**config.mk**
```make
export PLATFORM = sky130hd
export DESIGN_NAME = mdma_host
export DESIGN_NICKNAME = d
export VERILOG_FILES = /design/src/rtl/mdma_pkg.sv /design/src/rtl/mdma_sync.sv /design/src/rtl/mdma_timing.sv /design/src/rtl/mdma_seq.sv /design/src/rtl/mdma_data.sv /design/src/rtl/mdma_host.sv
export SDC_FILE = /design/constraint.sdc
export NUM_CORES = 1
export LEC_CHECK = 0
export ABC_AREA = 1
export CORE_MARGIN = 2
export CORE_UTILIZATION = 45
export DETAILED_ROUTE_END_ITERATION = 12
export PLACE_DENSITY = 0.73
export SYNTH_ARGS = -nofsm -noshare
export SYNTH_HDL_FRONTEND = slang
export SYNTH_SLANG_ARGS = --single-unit
```
**constraint.sdc**
```tcl
create_clock -name clk -period 6.6 [get_ports clk]
set_clock_uncertainty 0.2 [all_clocks]
set_input_delay 1.32 -clock clk [delete_from_list [all_inputs] [get_ports clk]]
set_output_delay 1.32 -clock clk [all_outputs]
set_load 0.005 [all_outputs]
```
**src/rtl/mdma_pkg.sv**
```systemverilog
package mdma_pkg;

  typedef enum logic [2:0] {
    S_IDLE,
    S_ARM,
    S_ACK,
    S_STB,
    S_REC,
    S_FIN
  } mdma_state_e;

  // ceil(ns / clk_ns)
  function automatic int ns2cyc(input int ns, input int clk_ns);
    return (ns + clk_ns - 1) / clk_ns;
  endfunction

  // full word period per mode
  function automatic int cycle_ns(input logic [1:0] m);
    case (m)
      2'd0:    return 960;
      2'd1:    return 480;
      default: return 240;
    endcase
  endfunction

  // strobe high time per mode
  function automatic int strobe_ns(input logic [1:0] m);
    case (m)
      2'd0:    return 480;
      2'd1:    return 240;
      default: return 120;
    endcase
  endfunction

  // drive turnaround after acknowledge per mode
  function automatic int turn_ns(input logic [1:0] m);
    case (m)
      2'd0:    return 200;
      2'd1:    return 100;
      default: return 80;
    endcase
  endfunction

endpackage

```
**src/rtl/mdma_sync.sv**
```systemverilog
module mdma_sync #(
  parameter int STAGES = 2
) (
  input  logic clk,
  input  logic rst_n,
  input  logic d,
  output logic q
);
  logic [STAGES-1:0] ff;

  always_ff @(posedge clk) begin
    if (!rst_n) ff <= '0;
    else        ff <= {ff[STAGES-2:0], d};
  end

  assign q = ff[STAGES-1];
endmodule

```
**src/rtl/mdma_timing.sv**
```systemverilog
module mdma_timing #(
  parameter int CLK_NS      = 5,
  parameter int TMR_W       = 8,
  parameter int SYNC_STAGES = 2
) (
  input  logic [1:0]       mode_q,
  output logic [TMR_W-1:0] stb_len,
  output logic [TMR_W-1:0] rec_len,
  output logic [TMR_W-1:0] win_len
);
  import mdma_pkg::*;

  always_comb begin
    stb_len = TMR_W'(ns2cyc(strobe_ns(mode_q), CLK_NS));
    rec_len = TMR_W'(ns2cyc(cycle_ns(mode_q), CLK_NS)
                     - ns2cyc(strobe_ns(mode_q), CLK_NS));
    win_len = TMR_W'(ns2cyc(turn_ns(mode_q), CLK_NS) + SYNC_STAGES);
  end
endmodule

```
**src/rtl/mdma_seq.sv**
```systemverilog
module mdma_seq #(
  parameter int CNT_W = 16,
  parameter int TMR_W = 8
) (
  input  logic             clk,
  input  logic             rst_n,
  input  logic             start,
  input  logic             dir_write,
  input  logic [CNT_W-1:0] word_count,
  input  logic [1:0]       dma_mode,
  input  logic [TMR_W-1:0] stb_len,
  input  logic [TMR_W-1:0] rec_len,
  input  logic [TMR_W-1:0] win_len,
  input  logic             req_s,
  input  logic             wr_valid,
  input  logic             rd_valid,
  input  logic             rd_ready,
  output logic [1:0]       mode_q,
  output logic             dir_q,
  output logic             dev_ack,
  output logic             stb_q,
  output logic             dd_oe,
  output logic             wr_ready,
  output logic             rd_capture,
  output logic             word_end,
  output logic             busy,
  output logic             done,
  output logic [CNT_W-1:0] done_words
);
  import mdma_pkg::*;

  mdma_state_e      st, nxt;
  logic [CNT_W-1:0] left_q, xfer_q;
  logic [TMR_W-1:0] tmr_q, win_q;
  logic             go_ok, more, dec_pt, stb_end, arm_go;

  // host stream can take part in one more word
  assign go_ok   = dir_q ? wr_valid : (!rd_valid || rd_ready);
  assign stb_end = (st == S_STB) && (tmr_q == '0);
  assign dec_pt  = (st == S_REC) && (tmr_q == '0);
  // request counts as high while the turnaround window is open
  assign more    = (left_q != '0) && (req_s || (win_q != '0)) && go_ok;
  assign arm_go  = (st == S_ARM) && req_s && go_ok;

  always_comb begin
    nxt = st;
    case (st)
      S_IDLE: if (start) nxt = (word_count == '0) ? S_FIN : S_ARM;
      S_ARM:  if (arm_go) nxt = S_ACK;
      S_ACK:  nxt = S_STB;
      S_STB:  if (stb_end) nxt = S_REC;
      S_REC:  if (dec_pt) nxt = more ? S_STB : S_FIN;
      S_FIN:  nxt = S_IDLE;
      default: nxt = S_IDLE;
    endcase
  end

  always_ff @(posedge clk) begin
    if (!rst_n) begin
      st      <= S_IDLE;
      dir_q   <= 1'b0;
      mode_q  <= 2'd0;
      left_q  <= '0;
      xfer_q  <= '0;
      tmr_q   <= '0;
      win_q   <= '0;
      dev_ack <= 1'b0;
      stb_q   <= 1'b0;
      dd_oe   <= 1'b0;
    end else begin
      st <= nxt;
      if (st == S_IDLE && start) begin
        dir_q  <= dir_write;
        mode_q <= dma_mode;
        left_q <= word_count;
        xfer_q <= '0;
      end
      if (arm_go) win_q <= win_len;
      else if (win_q != '0) win_q <= win_q - TMR_W'(1);

      if (nxt == S_STB && st != S_STB) begin
        tmr_q <= stb_len - TMR_W'(1);
      end else if (stb_end) begin
        tmr_q  <= rec_len - TMR_W'(1);
        left_q <= left_q - CNT_W'(1);
        xfer_q <= xfer_q + CNT_W'(1);
      end else if (tmr_q != '0) begin
        tmr_q <= tmr_q - TMR_W'(1);
      end

      dev_ack <= (nxt == S_ACK) || (nxt == S_STB) || (nxt == S_REC);
      stb_q   <= (nxt == S_STB);
      dd_oe   <= dir_q && ((nxt == S_STB) || (nxt == S_REC));
    end
  end

  assign wr_ready   = dir_q && ((st == S_ACK) || (dec_pt && more));
  assign rd_capture = !dir_q && stb_end;
  assign word_end   = dec_pt;
  assign busy       = (st != S_IDLE);
  assign done       = (st == S_FIN);
  assign done_words = xfer_q;
endmodule

```
**src/rtl/mdma_data.sv**
```systemverilog
module mdma_data #(
  parameter int DW = 16
) (
  input  logic          clk,
  input  logic          rst_n,
  input  logic          wr_take,
  input  logic [DW-1:0] wr_data,
  input  logic          rd_capture,
  input  logic [DW-1:0] dd_in,
  input  logic          rd_ready,
  output logic [DW-1:0] dd_out,
  output logic [DW-1:0] rd_data,
  output logic          rd_valid
);
  always_ff @(posedge clk) begin
    if (!rst_n) begin
      dd_out   <= '0;
      rd_data  <= '0;
      rd_valid <= 1'b0;
    end else begin
      if (wr_take) dd_out <= wr_data;
      if (rd_capture) begin
        rd_data  <= dd_in;
        rd_valid <= 1'b1;
      end else if (rd_ready) begin
        rd_valid <= 1'b0;
      end
    end
  end
endmodule

```
**src/rtl/mdma_host.sv**
```systemverilog
module mdma_host #(
  parameter int CLK_NS      = 5,
  parameter int CNT_W       = 16,
  parameter int DW          = 16,
  parameter int SYNC_STAGES = 2
) (
  input  logic             clk,
  input  logic             rst_n,
  input  logic             start,
  input  logic             dir_write,
  input  logic [CNT_W-1:0] word_count,
  input  logic [1:0]       dma_mode,
  output logic             busy,
  output logic             done,
  output logic [CNT_W-1:0] done_words,
  input  logic [DW-1:0]    wr_data,
  input  logic             wr_valid,
  output logic             wr_ready,
  output logic [DW-1:0]    rd_data,
  output logic             rd_valid,
  input  logic             rd_ready,
  input  logic             dev_req,
  output logic             dev_ack,
  output logic             rd_strobe,
  output logic             wr_strobe,
  input  logic [DW-1:0]    dd_in,
  output logic [DW-1:0]    dd_out,
  output logic             dd_oe
);
  localparam int MAX_CYC = mdma_pkg::ns2cyc(mdma_pkg::cycle_ns(2'd0), CLK_NS);
  localparam int TMR_W   = $clog2(MAX_CYC + SYNC_STAGES + 2);

  logic             req_s, stb_q, dir_q, rd_capture, word_end, wr_take;
  logic [1:0]       mode_q;
  logic [TMR_W-1:0] stb_len, rec_len, win_len;

  mdma_sync #(.STAGES(SYNC_STAGES)) u_sync (
    .clk(clk), .rst_n(rst_n), .d(dev_req), .q(req_s)
  );

  mdma_timing #(.CLK_NS(CLK_NS), .TMR_W(TMR_W), .SYNC_STAGES(SYNC_STAGES)) u_timing (
    .mode_q(mode_q), .stb_len(stb_len), .rec_len(rec_len), .win_len(win_len)
  );

  mdma_seq #(.CNT_W(CNT_W), .TMR_W(TMR_W)) u_seq (
    .clk(clk), .rst_n(rst_n), .start(start), .dir_write(dir_write),
    .word_count(word_count), .dma_mode(dma_mode),
    .stb_len(stb_len), .rec_len(rec_len), .win_len(win_len),
    .req_s(req_s), .wr_valid(wr_valid), .rd_valid(rd_valid), .rd_ready(rd_ready),
    .mode_q(mode_q), .dir_q(dir_q), .dev_ack(dev_ack), .stb_q(stb_q),
    .dd_oe(dd_oe), .wr_ready(wr_ready), .rd_capture(rd_capture),
    .word_end(word_end), .busy(busy), .done(done), .done_words(done_words)
  );

  assign wr_take   = wr_ready && wr_valid;
  assign rd_strobe = stb_q && !dir_q;
  assign wr_strobe = stb_q && dir_q;

  mdma_data #(.DW(DW)) u_data (
    .clk(clk), .rst_n(rst_n), .wr_take(wr_take), .wr_data(wr_data),
    .rd_capture(rd_capture), .dd_in(dd_in), .rd_ready(rd_ready),
    .dd_out(dd_out), .rd_data(rd_data), .rd_valid(rd_valid)
  );
endmodule

```
Word-level counts from Yosys, hierarchy flattened
Cells that the tools add are included.

$add $sub $neg: 14. Divide/modulo/power cells: 3. Equal/unequal tests: 10. Mux-type cells: 24. Reduce and logical (&&, ||, !) cells: 34.

Operators by type and width (number): 32-bit by 4-bit divider with 32-bit output (second input constant) (3); 16-bit two-way mux (6); 32-bit by 2-bit subtractor with 32-bit output (second input constant) (2); 8-bit two-way mux (5); 8-bit by 1-bit subtractor with 8-bit output (second input constant) (4); 10-bit case mux with 2 select lines (1); 3-bit two-way mux (6); 9-bit case mux with 2 select lines (1); 16-bit by 1-bit adder with 16-bit output (second input constant) (1); 16-bit logical NOT (1); 8-bit case mux with 2 select lines (1); 16-bit nonzero test (1); 8-bit nonzero test (2); 16-bit by 1-bit subtractor with 16-bit output (second input constant) (1); 1-bit logical AND (15); 3-bit case mux with 5 select lines (1); 3-bit by 2-bit == test with 1-bit output (second input constant) (4); 10-bit by 3-bit adder with 11-bit output (second input constant) (1); 10-bit by 1-bit subtractor with 11-bit output (second input constant) (1); 9-bit by 3-bit adder with 10-bit output (second input constant) (1); 8-bit by 3-bit adder with 9-bit output (second input constant) (1); 3-bit == test (second input constant) (3); 8-bit by 3-bit adder with 8-bit output (second input constant) (1); 8-bit logical NOT (1); 11 further kinds (21).

Flip-flop bits (word level): 92. Input bits: 57. Output and inout port bits: 56.

Logic depth before layout (Yosys ltp)
Depth in word-level cells: 10. Depth in mapped cells: 15. Depth with buffers taken out: 15.

Cells and area by module
Synthesis repeated with hierarchy kept, for this count alone.

Cell total of the unflattened synthesis: 705. Area, all modules: 4879.7 um2.

By module, submodules not included: mdma_seq (times used 1, cells an instance 514, area each 3435.8 um2, seq. area each 1141.1 um2); mdma_data (times used 1, cells an instance 142, area each 1141.1 um2, seq. area each 660.6 um2); mdma_timing (times used 1, cells an instance 37, area each 222.7 um2, seq. area each 0.0 um2); mdma_sync (times used 1, cells an instance 6, area each 55.1 um2, seq. area each 40.0 um2); mdma_host (times used 1, cells an instance 6, area each 25.0 um2, seq. area each 0.0 um2).

Worst setup path after synthesis
OpenSTA, ideal clock, no wires.

Path kind: input port to output port. Start: in rd_ready. End: out wr_ready. Arrival: 1.986 ns. Setup slack: 3.094 ns. Cell stages on the path: 8. Buffers on the path: 0. Cells stage by stage: inv_1 > nand2_1 > nand2_1 > nand2_2 > nand3_1 > nor2_1 > nor2_2 > nor2_1.

Cells in the longest elaborated chain, start to end: 6.

Ends and longest elaborated chain: start: declaration (line mdma_host.sv:21) `input logic rd_ready,`; 1-bit logical OR (line mdma_seq.sv:38) `assign go_ok = dir_q ? wr_valid : (!rd_valid || rd_ready);`; 1-bit two-way mux (line mdma_seq.sv:38); 1-bit logical AND (line mdma_seq.sv:42) `assign more = (left_q != '0) && (req_s || (win_q != '0)) && go_ok;`; 1-bit logical AND (line mdma_seq.sv:97) `assign wr_ready = dir_q && ((st == S_ACK) || (dec_pt && more));`; 1-bit logical OR (line mdma_seq.sv:97); 1-bit logical AND (line mdma_seq.sv:97); end: declaration (line mdma_host.sv:18) `output logic wr_ready,`.

No other way between the ends.

Final worst setup path
Same ends and word-level chain as after synthesis.

==> impl_summary.md <==
Placed design
In this run the tool buffered the top-level ports with 112 buffer cells. Routability-driven placement finished with a final weighted congestion of 0.857. In this run the cell area measured after placement is 0.00593 mm2.

The placed wire-length estimate after detailed placement is 8910 um.

Pwr
In this run the power density over the cells is 255 mW/mm2. The static leakage power is 2.41 nW. The worst supply voltage drop on vdd is 0.149 mV. The overall power consumption is 1.56 mW.

Routing
The vias after detailed routing is 4731. The detailed router finished its first iteration with 186 violations. In the routed layout, each cell is associated on average with a via count of 5.09. The wire length reported by the detailed router is 12200 um. The remaining antenna violation count after routing is 0.

For this run, the detailed router's first-pass iteration total came to 4. In the final routed layout, each cell accounts on average for 13.1 um. In the routed design, unresolved DRC markers number 0.

Timing
The minimum clock period is 4.58 ns. Setup violations remaining at the end of the flow were counted as 0. The number of failing hold endpoints at the final stage was 0. The share of the cycle needed by the critical path after routing is 69.4%.

Hold is met by 0.228 ns. Setup repair after global routing left no endpoint under its margin. The final total negative setup slack is 0 ns. The actual transition at the worst max-transition pin is 1.07 ns. The fmax is 218 MHz. The final-report max-slew violation count is 0.

Headroom to the max-slew limit came out at 28.3%.

Hold path
The tightest min-delay check is of the reg -> reg type.

Floorplanning
The area of the die is 0.0114 mm2. The core footprint is 0.0103 mm2. The chip width is 107 um.

In this run the count of I/O pins placed on the die edge is 113. Row generation in the floorplan step produced 37 rows. The initial core utilization is 46.1%.

The floorplan step set the die height to 107 um.

Synthesis
In the post-synthesis netlist, the biggest area contributors are sky130_fd_sc_hd__dfxtp_1 (39%), sky130_fd_sc_hd__nand2_1 (9.3%), sky130_fd_sc_hd__nor2_1 (8.0%), sky130_fd_sc_hd__inv_1 (6.5%), sky130_fd_sc_hd__o21ai_0 (6.4%). When the netlist entered floorplanning its net count stood at 755. The mapped netlist covers 0.00476 mm2.

The average instance in the mapped netlist occupies 6.91 um2. Of all cell types, the one taking the most synthesized area is sky130_fd_sc_hd__dfxtp_1. By count the netlist is led by sky130_fd_sc_hd__nand2_1 (118), sky130_fd_sc_hd__nor2_1 (101), sky130_fd_sc_hd__dfxtp_1 (92). The number of enable flip-flop cells after synthesis is 0. In this run, distinct cell masters in the synthesized netlist total 38. The top-area cell type share of the netlist area is 38.7%. The dominant synthesized flop cell is sky130_fd_sc_hd__dfxtp_1. Of all flip-flops after synthesis, the portion carrying an async set or reset was 0%. The most used standard cell by instance count after synthesis is sky130_fd_sc_hd__nand2_1.

After synthesis, flip-flops and latches occupy 38.7% of the total area. The cell count after synthesis is 689. The synthesis warning total is 0. The post-synthesis sequential element count is 92.

Clock network
The number of clock sinks is 92. The CTS clock-pin slew for the worst setup and hold paths is 0.09 ns. Post-CTS repair changed the size of 0 cells. For this design, the CTS-stage hold fixing added 0 buffers. The post-CTS setup-driven buffer insertion count is 0. Clock tree synthesis inserted a total of 9 buffers. The clock tree from TritonCTS is built. The number of H-tree branching levels is 3. The root buffer selected by CTS is sky130_fd_sc_hd__clkbuf_8. The buffer levels on the longest clock path is 2. The insertion delay to the later sink of the worst-skew pair is 0.37 ns.

Setup path
The peak fanout along the critical path is 10. The startpoint type of the worst setup path is an input pin. In this run the critical register-to-register path is launched from u_seq.tmr_q[0]. The endpoint kind of the worst setup timing path is an output port. For flop-to-flop paths, the worst setup slack is 3.41 ns.

At the worst endpoint, the required time is 5.08 ns. The critical path is of the in -> out type. The worst reg2reg path depth is 9. The critical path ends at wr_ready. The data arrival time of the critical path is 3.06 ns.

The source of the critical timing path is rd_ready. The capture instance of the worst register-to-register path is u_data.rd_data[12].

Layout
The share of layout cells above drive strength 1 is 6.68%. The area growth from synthesis to layout is 28.8%. 0 antenna diodes ended up in the layout. The number of nets in the final layout is 855.

The final design instance area without fill is 0.00613 mm2.

Outcome
The run finished with clean final reports.

Global routing
Global routing finished with a remaining overflow of 0. The first global-routing pass estimated 20000 um of wire. The number of global-route vias before repair is 4490. The largest net degree at the start of global routing is 59. The global-route total usage across every layer is 21.6%. The initial antenna violation count was 0.

Job
The tool flagged a number of max-cap violations equal to 0.
[power breakdown]
part	total [mW]	internal, mW	switching (mW)
Combinational	0.531	0.214	0.317
Sequential	0.643	0.606	0.0374
Clock	0.388	0.177	0.211
Total	1.56	0.997	0.565
[critical path, stage by stage]
cell and delay, ns:
sky130_fd_sc_hd__clkdlybuf4s50_1 0.45, sky130_fd_sc_hd__inv_1 0.04, sky130_fd_sc_hd__nand2_1 0.06, sky130_fd_sc_hd__nand2_1 0.11, sky130_fd_sc_hd__nand2_2 0.14, sky130_fd_sc_hd__nand3_1 0.09, sky130_fd_sc_hd__nor2_1 0.13, sky130_fd_sc_hd__nor2_2 0.11
sky130_fd_sc_hd__nor2_1 0.11, sky130_fd_sc_hd__clkdlybuf4s50_1 0.50
[per-layer routing]
layer	vias to the layer above	GRT usage, %	part of all wire [%]	wire, um
li1	2426	-	-	-
met1	2186	25.5	43	5210
met2	105	38.6	50	6160
met3	14	4.44	5.5	675
met4	0	7.88	1.5	179
met5	-	0	0	0
[through the flow]
step	instances	setup WS [ns]	util [%]
after global routing	930	1.88	59.4
after global placement	914	2.04	57.5
after CTS	930	2.01	59.4
after detailed placement	914	2.02	57.5
final	930	2.02	59.4
after floorplan	689	3.09	-
[flip-flops by register name (all words and copies together) (netlist names)]
name,cells
u_seq.mode_q,2
u_data.rd_valid,1
u_seq.dir_q,1
u_seq.left_q,16
u_seq.st,3
u_data.rd_data,16
u_seq.tmr_q,8
u_data.dd_out,16
u_seq.win_q,8
u_seq.dev_ack,1
u_sync.ff,2
u_seq.done_words,16
u_seq.dd_oe,1
u_seq.stb_q,1
[worst min-delay path by stage]
stage,from,endpoint,cells past startpoint
final,u_sync.ff[0],u_sync.ff[1],2
after global routing,u_sync.ff[0],u_sync.ff[1],2
after CTS,u_sync.ff[0],u_sync.ff[1],2
after detailed placement,u_sync.ff[0],u_sync.ff[1],2
after global placement,u_sync.ff[0],u_sync.ff[1],2
after floorplan,u_sync.ff[0],u_sync.ff[1],2
[layout make-up]
type	count	area (um2)
clock buffers	9	124
fillers	981	4190
multi-input cells	483	2450
flip-flops and latches	92	1840
well taps	136	170
clock inverters	7	76.3
inverters	90	343
repair buffers	113	1120
[layout by cell type (no fill, tap or decap), types with 10 or more instances in the layout]
cell type	count
sky130_fd_sc_hd__inv_1	83
sky130_fd_sc_hd__o21ai_1	11
sky130_fd_sc_hd__a31oi_1	10
sky130_fd_sc_hd__nand2_1	118
sky130_fd_sc_hd__dfxtp_1	92
sky130_fd_sc_hd__o21ai_0	61
sky130_fd_sc_hd__clkdlybuf4s50_1	111
sky130_fd_sc_hd__a21oi_1	48
sky130_fd_sc_hd__xor2_1	12
sky130_fd_sc_hd__nor2_1	101
sky130_fd_sc_hd__nand3_1	38
sky130_fd_sc_hd__nor3_1	11
[kinds of logic after synthesis]
group           synth area share [%]
xor+xnor                        3.49
flops                           38.7
buf+inv                         9.80
compound gates                  15.8
fa+ha+maj                       2.36
simple gates                    29.9
No activity file was read; power rests on OpenSTA's default activity.
